## config.mk

```make
export PLATFORM = sky130hd
export DESIGN_NAME = root_err_collector
export DESIGN_NICKNAME = d
export VERILOG_FILES = /design/src/rtl/rpe_pkg.sv /design/src/rtl/rpe_status_unit.sv /design/src/rtl/rpe_irq_unit.sv /design/src/rtl/root_err_collector.sv
export SDC_FILE = /design/constraint.sdc
export NUM_CORES = 1
export LEC_CHECK = 0
export BUFFER_PORTS_ARGS = -buffer_cell sky130_fd_sc_hd__buf_2
export CAP_MARGIN = 20
export CORE_ASPECT_RATIO = 1.4
export CORE_MARGIN = 2
export CORE_UTILIZATION = 37
export DETAILED_ROUTE_END_ITERATION = 6
export PLACE_DENSITY = 0.88
export SLEW_MARGIN = 20
export SYNTH_ARGS = -nofsm -noshare
export SYNTH_HDL_FRONTEND = slang
export SYNTH_SLANG_ARGS = --single-unit
```

## constraint.sdc

```tcl
create_clock -name clk -period 1.44 [get_ports clk]
set_clock_uncertainty 0.2 [all_clocks]
set_input_delay 0.072 -clock clk [delete_from_list [all_inputs] [get_ports clk]]
set_output_delay 0.072 -clock clk [all_outputs]
set_load 0.05 [all_outputs]
```

## src/rtl/rpe_pkg.sv

```systemverilog
package rpe_pkg;
  typedef enum logic [1:0] {
    SEV_COR      = 2'd0,
    SEV_NONFATAL = 2'd1,
    SEV_FATAL    = 2'd2,
    SEV_NONE     = 2'd3
  } sev_e;

  localparam int RPT_W  = 7;
  localparam int CMD_W  = 3;
  localparam int B_COR  = 0;
  localparam int B_MCOR = 1;
  localparam int B_UNC  = 2;
  localparam int B_MUNC = 3;
  localparam int B_FFAT = 4;
  localparam int B_NF   = 5;
  localparam int B_FAT  = 6;

  // pending categories aligned with command enable bits {fatal, nonfatal, cor}
  function automatic logic [CMD_W-1:0] pend_cats(input logic [RPT_W-1:0] s);
    return {s[B_FAT], s[B_NF], s[B_COR]};
  endfunction
endpackage

```

## src/rtl/rpe_status_unit.sv

```systemverilog
module rpe_status_unit
  import rpe_pkg::*;
#(
  parameter int SRC_W = 16
) (
  input  logic                 clk,
  input  logic                 rst,
  input  logic                 clr_en,
  input  logic [RPT_W-1:0]     clr_bits,
  input  logic                 msg_valid,
  input  logic [1:0]           msg_sev,
  input  logic [SRC_W-1:0]     msg_src,
  output logic [RPT_W-1:0]     rpt_q,
  output logic [RPT_W-1:0]     rpt_cleared,
  output logic [RPT_W-1:0]     rpt_next,
  output logic [2*SRC_W-1:0]   src_q
);
  logic [2*SRC_W-1:0] src_next;
  logic               is_uncor;

  always_comb begin
    rpt_cleared = rpt_q & ~(clr_en ? clr_bits : '0);
    rpt_next    = rpt_cleared;
    src_next    = src_q;
    is_uncor    = msg_valid && (msg_sev == SEV_NONFATAL || msg_sev == SEV_FATAL);
    if (msg_valid) begin
      unique case (sev_e'(msg_sev))
        SEV_COR: begin
          if (rpt_cleared[B_COR]) rpt_next[B_MCOR] = 1'b1;
          else                    src_next[SRC_W-1:0] = msg_src;
          rpt_next[B_COR] = 1'b1;
        end
        SEV_NONFATAL: rpt_next[B_NF] = 1'b1;
        SEV_FATAL: begin
          if (!rpt_cleared[B_UNC]) rpt_next[B_FFAT] = 1'b1;
          rpt_next[B_FAT] = 1'b1;
        end
        default: ;
      endcase
    end
    if (is_uncor) begin
      if (rpt_cleared[B_UNC]) rpt_next[B_MUNC] = 1'b1;
      else                    src_next[2*SRC_W-1:SRC_W] = msg_src;
      rpt_next[B_UNC] = 1'b1;
    end
  end

  always_ff @(posedge clk) begin
    if (rst) begin
      rpt_q <= '0;
      src_q <= '0;
    end else begin
      rpt_q <= rpt_next;
      src_q <= src_next;
    end
  end
endmodule

```

## src/rtl/rpe_irq_unit.sv

```systemverilog
module rpe_irq_unit
  import rpe_pkg::*;
#(
  parameter int VEC_W = 5
) (
  input  logic             clk,
  input  logic             rst,
  input  logic             msg_mode,
  input  logic [CMD_W-1:0] cmd_cur,
  input  logic [CMD_W-1:0] cmd_nxt,
  input  logic [CMD_W-1:0] cat_before,
  input  logic [CMD_W-1:0] cat_after,
  input  logic [VEC_W-1:0] vec_nxt,
  output logic             intx_q,
  output logic             pulse_q,
  output logic [VEC_W-1:0] pvec_q
);
  logic en_before, en_after;

  assign en_before = |(cmd_cur & cat_before);
  assign en_after  = |(cmd_nxt & cat_after);

  always_ff @(posedge clk) begin
    if (rst) begin
      intx_q  <= 1'b0;
      pulse_q <= 1'b0;
      pvec_q  <= '0;
    end else begin
      intx_q  <= !msg_mode && en_after;
      pulse_q <= msg_mode && en_after && !en_before;
      pvec_q  <= vec_nxt;
    end
  end
endmodule

```

## src/rtl/root_err_collector.sv

```systemverilog
module root_err_collector
  import rpe_pkg::*;
#(
  parameter int SRC_W = 16,
  parameter int VEC_W = 5,
  parameter int STS_W = 32
) (
  input  logic               clk,
  input  logic               rst,
  input  logic               msg_valid,
  input  logic [1:0]         msg_sev,
  input  logic [SRC_W-1:0]   msg_src,
  input  logic               cmd_wr,
  input  logic [2:0]         cmd_wdata,
  input  logic               sts_wr,
  input  logic [STS_W-1:0]   sts_wdata,
  input  logic               msg_mode,
  input  logic [VEC_W-1:0]   msg_vec,
  output logic [2:0]         root_cmd,
  output logic [STS_W-1:0]   root_sts,
  output logic [2*SRC_W-1:0] err_src,
  output logic               intx_level,
  output logic               msg_irq,
  output logic [VEC_W-1:0]   msg_irq_vec
);
  localparam int PAD_W = STS_W - VEC_W - RPT_W;

  logic [CMD_W-1:0] cmd_q, cmd_next;
  logic [VEC_W-1:0] vec_q;
  logic [RPT_W-1:0] rpt_q, rpt_cleared, rpt_next;

  assign cmd_next = cmd_wr ? cmd_wdata : cmd_q;

  always_ff @(posedge clk) begin
    if (rst) begin
      cmd_q <= '0;
      vec_q <= '0;
    end else begin
      cmd_q <= cmd_next;
      vec_q <= msg_vec;
    end
  end

  rpe_status_unit #(.SRC_W(SRC_W)) u_sts (
    .clk        (clk),
    .rst        (rst),
    .clr_en     (sts_wr),
    .clr_bits   (sts_wdata[RPT_W-1:0]),
    .msg_valid  (msg_valid),
    .msg_sev    (msg_sev),
    .msg_src    (msg_src),
    .rpt_q      (rpt_q),
    .rpt_cleared(rpt_cleared),
    .rpt_next   (rpt_next),
    .src_q      (err_src)
  );

  rpe_irq_unit #(.VEC_W(VEC_W)) u_irq (
    .clk       (clk),
    .rst       (rst),
    .msg_mode  (msg_mode),
    .cmd_cur   (cmd_q),
    .cmd_nxt   (cmd_next),
    .cat_before(pend_cats(rpt_cleared)),
    .cat_after (pend_cats(rpt_next)),
    .vec_nxt   (msg_vec),
    .intx_q    (intx_level),
    .pulse_q   (msg_irq),
    .pvec_q    (msg_irq_vec)
  );

  assign root_cmd = cmd_q;
  assign root_sts = {vec_q, {PAD_W{1'b0}}, rpt_q};
endmodule

```

==> results.cfg, run 1 <==
[status]
run_status = complete, but fails checks
violations = negative hold slack, negative setup slack

[layout]
n_fill_cell = 421
layout-drive-gt1-share_pct = 39.8
syn2layout_area_growth_pct = 54.8
diodes = 0
regArea_sq_um = 1000
finalInstanceArea_sq_mm = 0.00304
final_nets = 418
multi_input_area_sq_um = 878

[routing]
vias = 1850
wl_microns = 5200
firstDrtPassIters = 4
wl_per_cell_microns = 12.4
drt-initial-drc-count = 49
vias_per_cell = 4.43
drc = 0
drtAntennaViolNets = 0

[global_route]
grt_util_all_layers_pct = 17.6
grt_first_pass_wirelength_microns = 8090
antenna_found_initial = 0
grt_max_degree = 25
grt_remaining_overflow = 0
grt_pass1_vias = 1802

[sta]
tns_ns = -0.0266
drv_slew = 0
fmax_mhz = 684
period_share_pct = 102
period_needed_ns = 1.46
finalSetupViolCount = 2
hold_viol = 4
hold_ws_ns = -0.0720
worst_slack_ns = -0.0224
rsz0062_at_grt = true

[synthesis]
yosys-top-cells-area = dfxtp_1 50%, mux2i_1 9.7%, buf_4 9.6%
ys.flop_type = dfxtp_1
synth_cell_type_count = 23
yosys_warnings = 0
syn_inst = 216
netlist_area_sq_mm = 0.00196
avgSynthCellArea_sq_um = 9.09
ys_ff_latch = 49
ys_seq_area_share_pct = 49.9
netlist_top_cells_count = 49 x dfxtp_1, 40 x nand2_1, 28 x nor2_1
netlist.area_leader.share_pct = 49.9
yosysMostFrequentCell = dfxtp_1
synth_top_area_cell = dfxtp_1
async_flop_share_pct = 0
synth_edf_count = 0

[power_and_ir_drop]
intPower_mw = 2.12
p_per_area_mw_per_mm2 = 1030
power.share.combinational_pct = 26.6
p_sw_mw = 1.02
clkPwrFrac_pct = 27.2
pwr-share-seq_pct = 46.2
swShare_pct = 32.4
vdd_drop_max_v = 0.000951
power.leakage_nw = 1.48

[clock_network]
clk_path_buf_depth = 2
hold_buffers = 30
clkLatencyLatePin_ns = 0.29
clock-sinks = 49
htreeDepth = 2
cts_buffers = 5
cts_tree = built
cts.reportedPaths.clkPinSlew_ns = 0.08
cts-root-buf = clkbuf_8

[floorplanning]
die_h_microns = 90.2
start_util_pct = 38.1
row_count = 31
die-area_sq_mm = 0.00592
fp.dieW_microns = 65.6
num_io_pins = 138
core_sq_mm = 0.00516

[worst_setup_path]
start_kind = flip-flop
path_class = flip-flop to flip-flop
crit_slowest_cell = dfxtp_4
worstPathArrival_ns = 1.45
cp_slowest_stage_delay_ns = 0.35
worstPathRequired_ns = 1.43
end_kind = flip-flop
crit_fanout = 3
cp_cell_sequence = a21bo_4 > a211o_1 > o311a_1 > a2111oi_2

[place]
placed_area_sq_mm = 0.00255
dpl.hpwl_microns = 3490
preCtsSetupSlack_ns = -0.179
port_buffers = 92
gp_congestion = 0.778

[worst_hold_path]
worstHoldPathType = input port to flip-flop

[job]
max-cap-violations = 0
[flip-flops by register name, summed over array words and instances, names as in the netlist]
signal / count
u_sts.src_q: 32
root_cmd: 3
u_sts.rpt_q: 7
u_irq.pulse_q: 1
u_irq.pvec_q: 5
u_irq.intx_q: 1
[per-layer routing]
layer | global-route usage [%] | vias up | wire (microns)
met3 | 4.13 | 11 | 292
met2 | 33.9 | 80 | 2970
li1 | - | 928 | -
met4 | 7.47 | 0 | 123
met5 | 0 | - | 0
met1 | 17.1 | 831 | 1810
[path summary, 6_finish.rpt]
kind	slack, ns	to	startpoint	depth (start not counted)
min reg2reg	0.26	u_sts.src_q[14]	u_sts.src_q[14]	2
min	-0.07	root_cmd[1]	cmd_wr	3
max reg2reg	-0.02	u_irq.pulse_q	u_sts.rpt_q[0]	4
max	-0.02	u_irq.pulse_q	u_sts.rpt_q[0]	4
[power groups by stage]
stage               Combinational (mW)  Sequential, mW  Clock (mW)
global placement                 0.731            1.48           0
global route                     0.880            1.46       0.959
detailed placement               0.740            1.48           0
finish                           0.833            1.45       0.854
floorplan                        0.356            1.70           0
CTS                              0.806            1.45       0.888
[cells by family after synthesis]
family	count (synthesis)	share of synthesized area (%)
and+or+nand+nor	76	15.7
adders and majority gates	3	1.91
other	1	0.191
buffers and inverters	36	12.2
DFF	49	49.9
muxes	19	9.68
AOI/OAI and AO/OA	32	10.4
[final cells by class]
class	instances	share of cell area, %
clock buffers	7	3.17
clock inverters	1	0.165
flip-flops and latches	49	32.9
well taps	66	2.71
multi-input cells	150	28.9
repair buffers	142	31.8
inverters	3	0.370
[placed cells by master, fill, tap and decap left out, drive strengths merged, types with 2 or more instances in the layout]
cell	Yosys	routed
dfxtp	49	49
a21boi	3	3
mux2i	19	19
inv	3	3
nor2b	5	5
nor2	30	30
ha	3	3
nand2	40	40
a21bo	2	2
conb	1	20
buf	29	111
dlygate4sd3	0	29
clkbuf	4	8
a21oi	22	22
a211o	2	2
[critical path: cells and delay by family (launching register included)]
| family | cells | cell delay [ns] |
|---|---|---|
| DFF | 1 | 0.35 |
| AOI/OAI and AO/OA | 4 | 0.81 |
[stage by stage]
step / std cells / util [%] / power, mW
5_1_grt: 418 / 59.0 / 3.30
3_5_place_dp: 377 / 49.4 / 2.22
6_report: 418 / 59.0 / 3.14
2_1_floorplan: 235 / - / 2.06
4_1_cts: 415 / 57.3 / 3.14
3_3_place_gp: 377 / 49.4 / 2.21
[repair_timing]
action,in CTS,in global routing
endpoints found under the hold margin,48,4
setup buffers,0,2
setup endpoints to repair,18,26
gates cloned,0,1
resized for setup,2,8
pin swaps,1,13
(Power assumes the default switching activity.)
==> run 2: changes to the inputs <==
--- a/config.mk
+++ b/config.mk
@@ -8,7 +8,7 @@
 export BUFFER_PORTS_ARGS = -buffer_cell sky130_fd_sc_hd__buf_2
 export CAP_MARGIN = 20
 export CORE_ASPECT_RATIO = 1.4
-export CORE_MARGIN = 2
+export CORE_MARGIN = 1.5
 export CORE_UTILIZATION = 37
 export DETAILED_ROUTE_END_ITERATION = 6
 export PLACE_DENSITY = 0.88
==> results.cfg, run 2 (synthesized netlist as in run 1, its figures left out) <==
[worst_setup_path]
worstPathArrival_ns = 1.47
path_class = flip-flop to flip-flop
rrSetupSlack_ns = -0.02
crit_fanout = 2
worstPathRequired_ns = 1.45
start_kind = flip-flop
end_kind = flip-flop

[routing]
vias_per_cell = 4.50
drt-initial-drc-count = 59
firstDrtPassIters = 4
wl_microns = 5190
vias = 1897
drtAntennaViolNets = 0
drc = 0
wl_per_cell_microns = 12.3

[worst_hold_path]
worstHoldPathType = input port to flip-flop

[sta]
fmax_mhz = 683
worst_slack_ns = -0.0236
period_needed_ns = 1.46
hold_ws_ns = -0.0827
finalSetupViolCount = 2
drv_slew = 0
rsz0062_at_grt = true
period_share_pct = 102
hold_viol = 5

[clock_network]
clkLatencyLatePin_ns = 0.30
clock-sinks = 49
hold_buffers = 31
cts-root-buf = clkbuf_8
cts_tree = built
htreeDepth = 2
cts_buffers = 5
cts.reportedPaths.clkPinSlew_ns = 0.09
clk_path_buf_depth = 2

[layout]
mostFrequentLayoutCells = 92 x buf_2, 42 x dfxtp_1, 37 x nand2_1, 31 x dlygate4sd3_1, 27 x nor2_1
instances_no_fill = 422
top_regs = u_sts.src_q (32), u_sts.rpt_q (7), u_irq.pvec_q (5)
final_nets = 422
layout-drive-gt1-share_pct = 41.6
diodes = 0
syn2layout_area_growth_pct = 56.4
n_fill_cell = 434
largest_register = u_sts.src_q
finalInstanceArea_sq_mm = 0.00307
largest_reg_flops = 32
post-route-util_pct = 59.6
layout_commonest_cell = buf_2

[floorplanning]
row_count = 31
die-area_sq_mm = 0.00576
fp.dieW_microns = 64.6
start_util_pct = 38.1
num_io_pins = 138
core_sq_mm = 0.00516
die_h_microns = 89.2

[global_route]
grt_first_pass_wirelength_microns = 8020
antenna_found_initial = 0
grt_pass1_vias = 1759
grt_remaining_overflow = 0
grt_util_all_layers_pct = 18.1
grt_max_degree = 25

[place]
gp_congestion = 0.802
dpl.cell_count = 378
dpl.hpwl_microns = 3470
port_buffers = 92
placed_area_sq_mm = 0.00255

[power_and_ir_drop]
p_per_area_mw_per_mm2 = 1000
power.leakage_nw = 1.48
vdd_drop_max_v = 0.000793

[status]
violations = negative hold slack, negative setup slack
run_status = complete, but fails checks

[job]
max-cap-violations = 0
## run 2: final timing paths
path / start / endpoint / depth (start not counted)
setup / recovery: u_sts.rpt_q[5] / u_irq.pulse_q / 4
setup reg to reg: u_sts.rpt_q[5] / u_irq.pulse_q / 4
hold / removal: cmd_wr / root_cmd[2] / 3
hold reg to reg: u_sts.src_q[0] / u_sts.src_q[0] / 2
## run 2: final cells by class
class | instances | area (sq um) | area share [%]
Multi-Input combinational cell | 150 | 901 | 29.3
Clock buffer | 5 | 68.8 | 2.24
Sequential cell | 49 | 1000 | 32.5
Timing Repair Buffer | 146 | 992 | 32.3
Clock inverter | 3 | 17.5 | 0.570
Inverter | 3 | 11.3 | 0.366
Tap cell | 66 | 82.6 | 2.69
## run 2: worst max-delay path, cell delays in order (launching register included)
cell       delay [ns]
dfxtp_4          0.35
a21boi_4         0.19
a21oi_2          0.06
o311a_1          0.38
a2111oi_2        0.19
## run 2: where the power goes
part           internal, mW  switching (mW)  leakage (nW)  total, mW
clock                 0.336           0.446        0.0439      0.782
combinational         0.274           0.567          1.03      0.841
sequential             1.42          0.0333         0.404       1.45
total                  2.03            1.05          1.48       3.07
## run 2: stage by stage
stage               setup slack [ns]  hold WS (ns)  total power [mW]  TNS, ns
floorplan                    -0.0934       -0.0556              2.06    -1.05
global placement              -0.116        0.0437              2.21    -2.66
detailed placement            -0.213        0.0485              2.22    -4.72
CTS                          -0.0392       -0.0940              3.08  -0.0549
global route                  -0.117       -0.0777              3.23   -0.169
finish                       -0.0236       -0.0827              3.07  -0.0264
## run 2: per-layer routing
layer | global-route usage, % | up-vias | routed length (microns)
li1 | - | 941 | -
met1 | 18.0 | 879 | 1920
met2 | 36.0 | 65 | 2950
met3 | 3.40 | 12 | 204
met4 | 8.51 | 0 | 112
met5 | 0 | - | 0
## run 2: repair_timing
action | CTS | global route
endpoints found under the hold margin | 48 | 5
pin swaps | 2 | 6
gates cloned | 1 | 0
setup buffers | 1 | 3
gates resized for setup | 7 | 10
endpoints found under the setup margin | 18 | 22
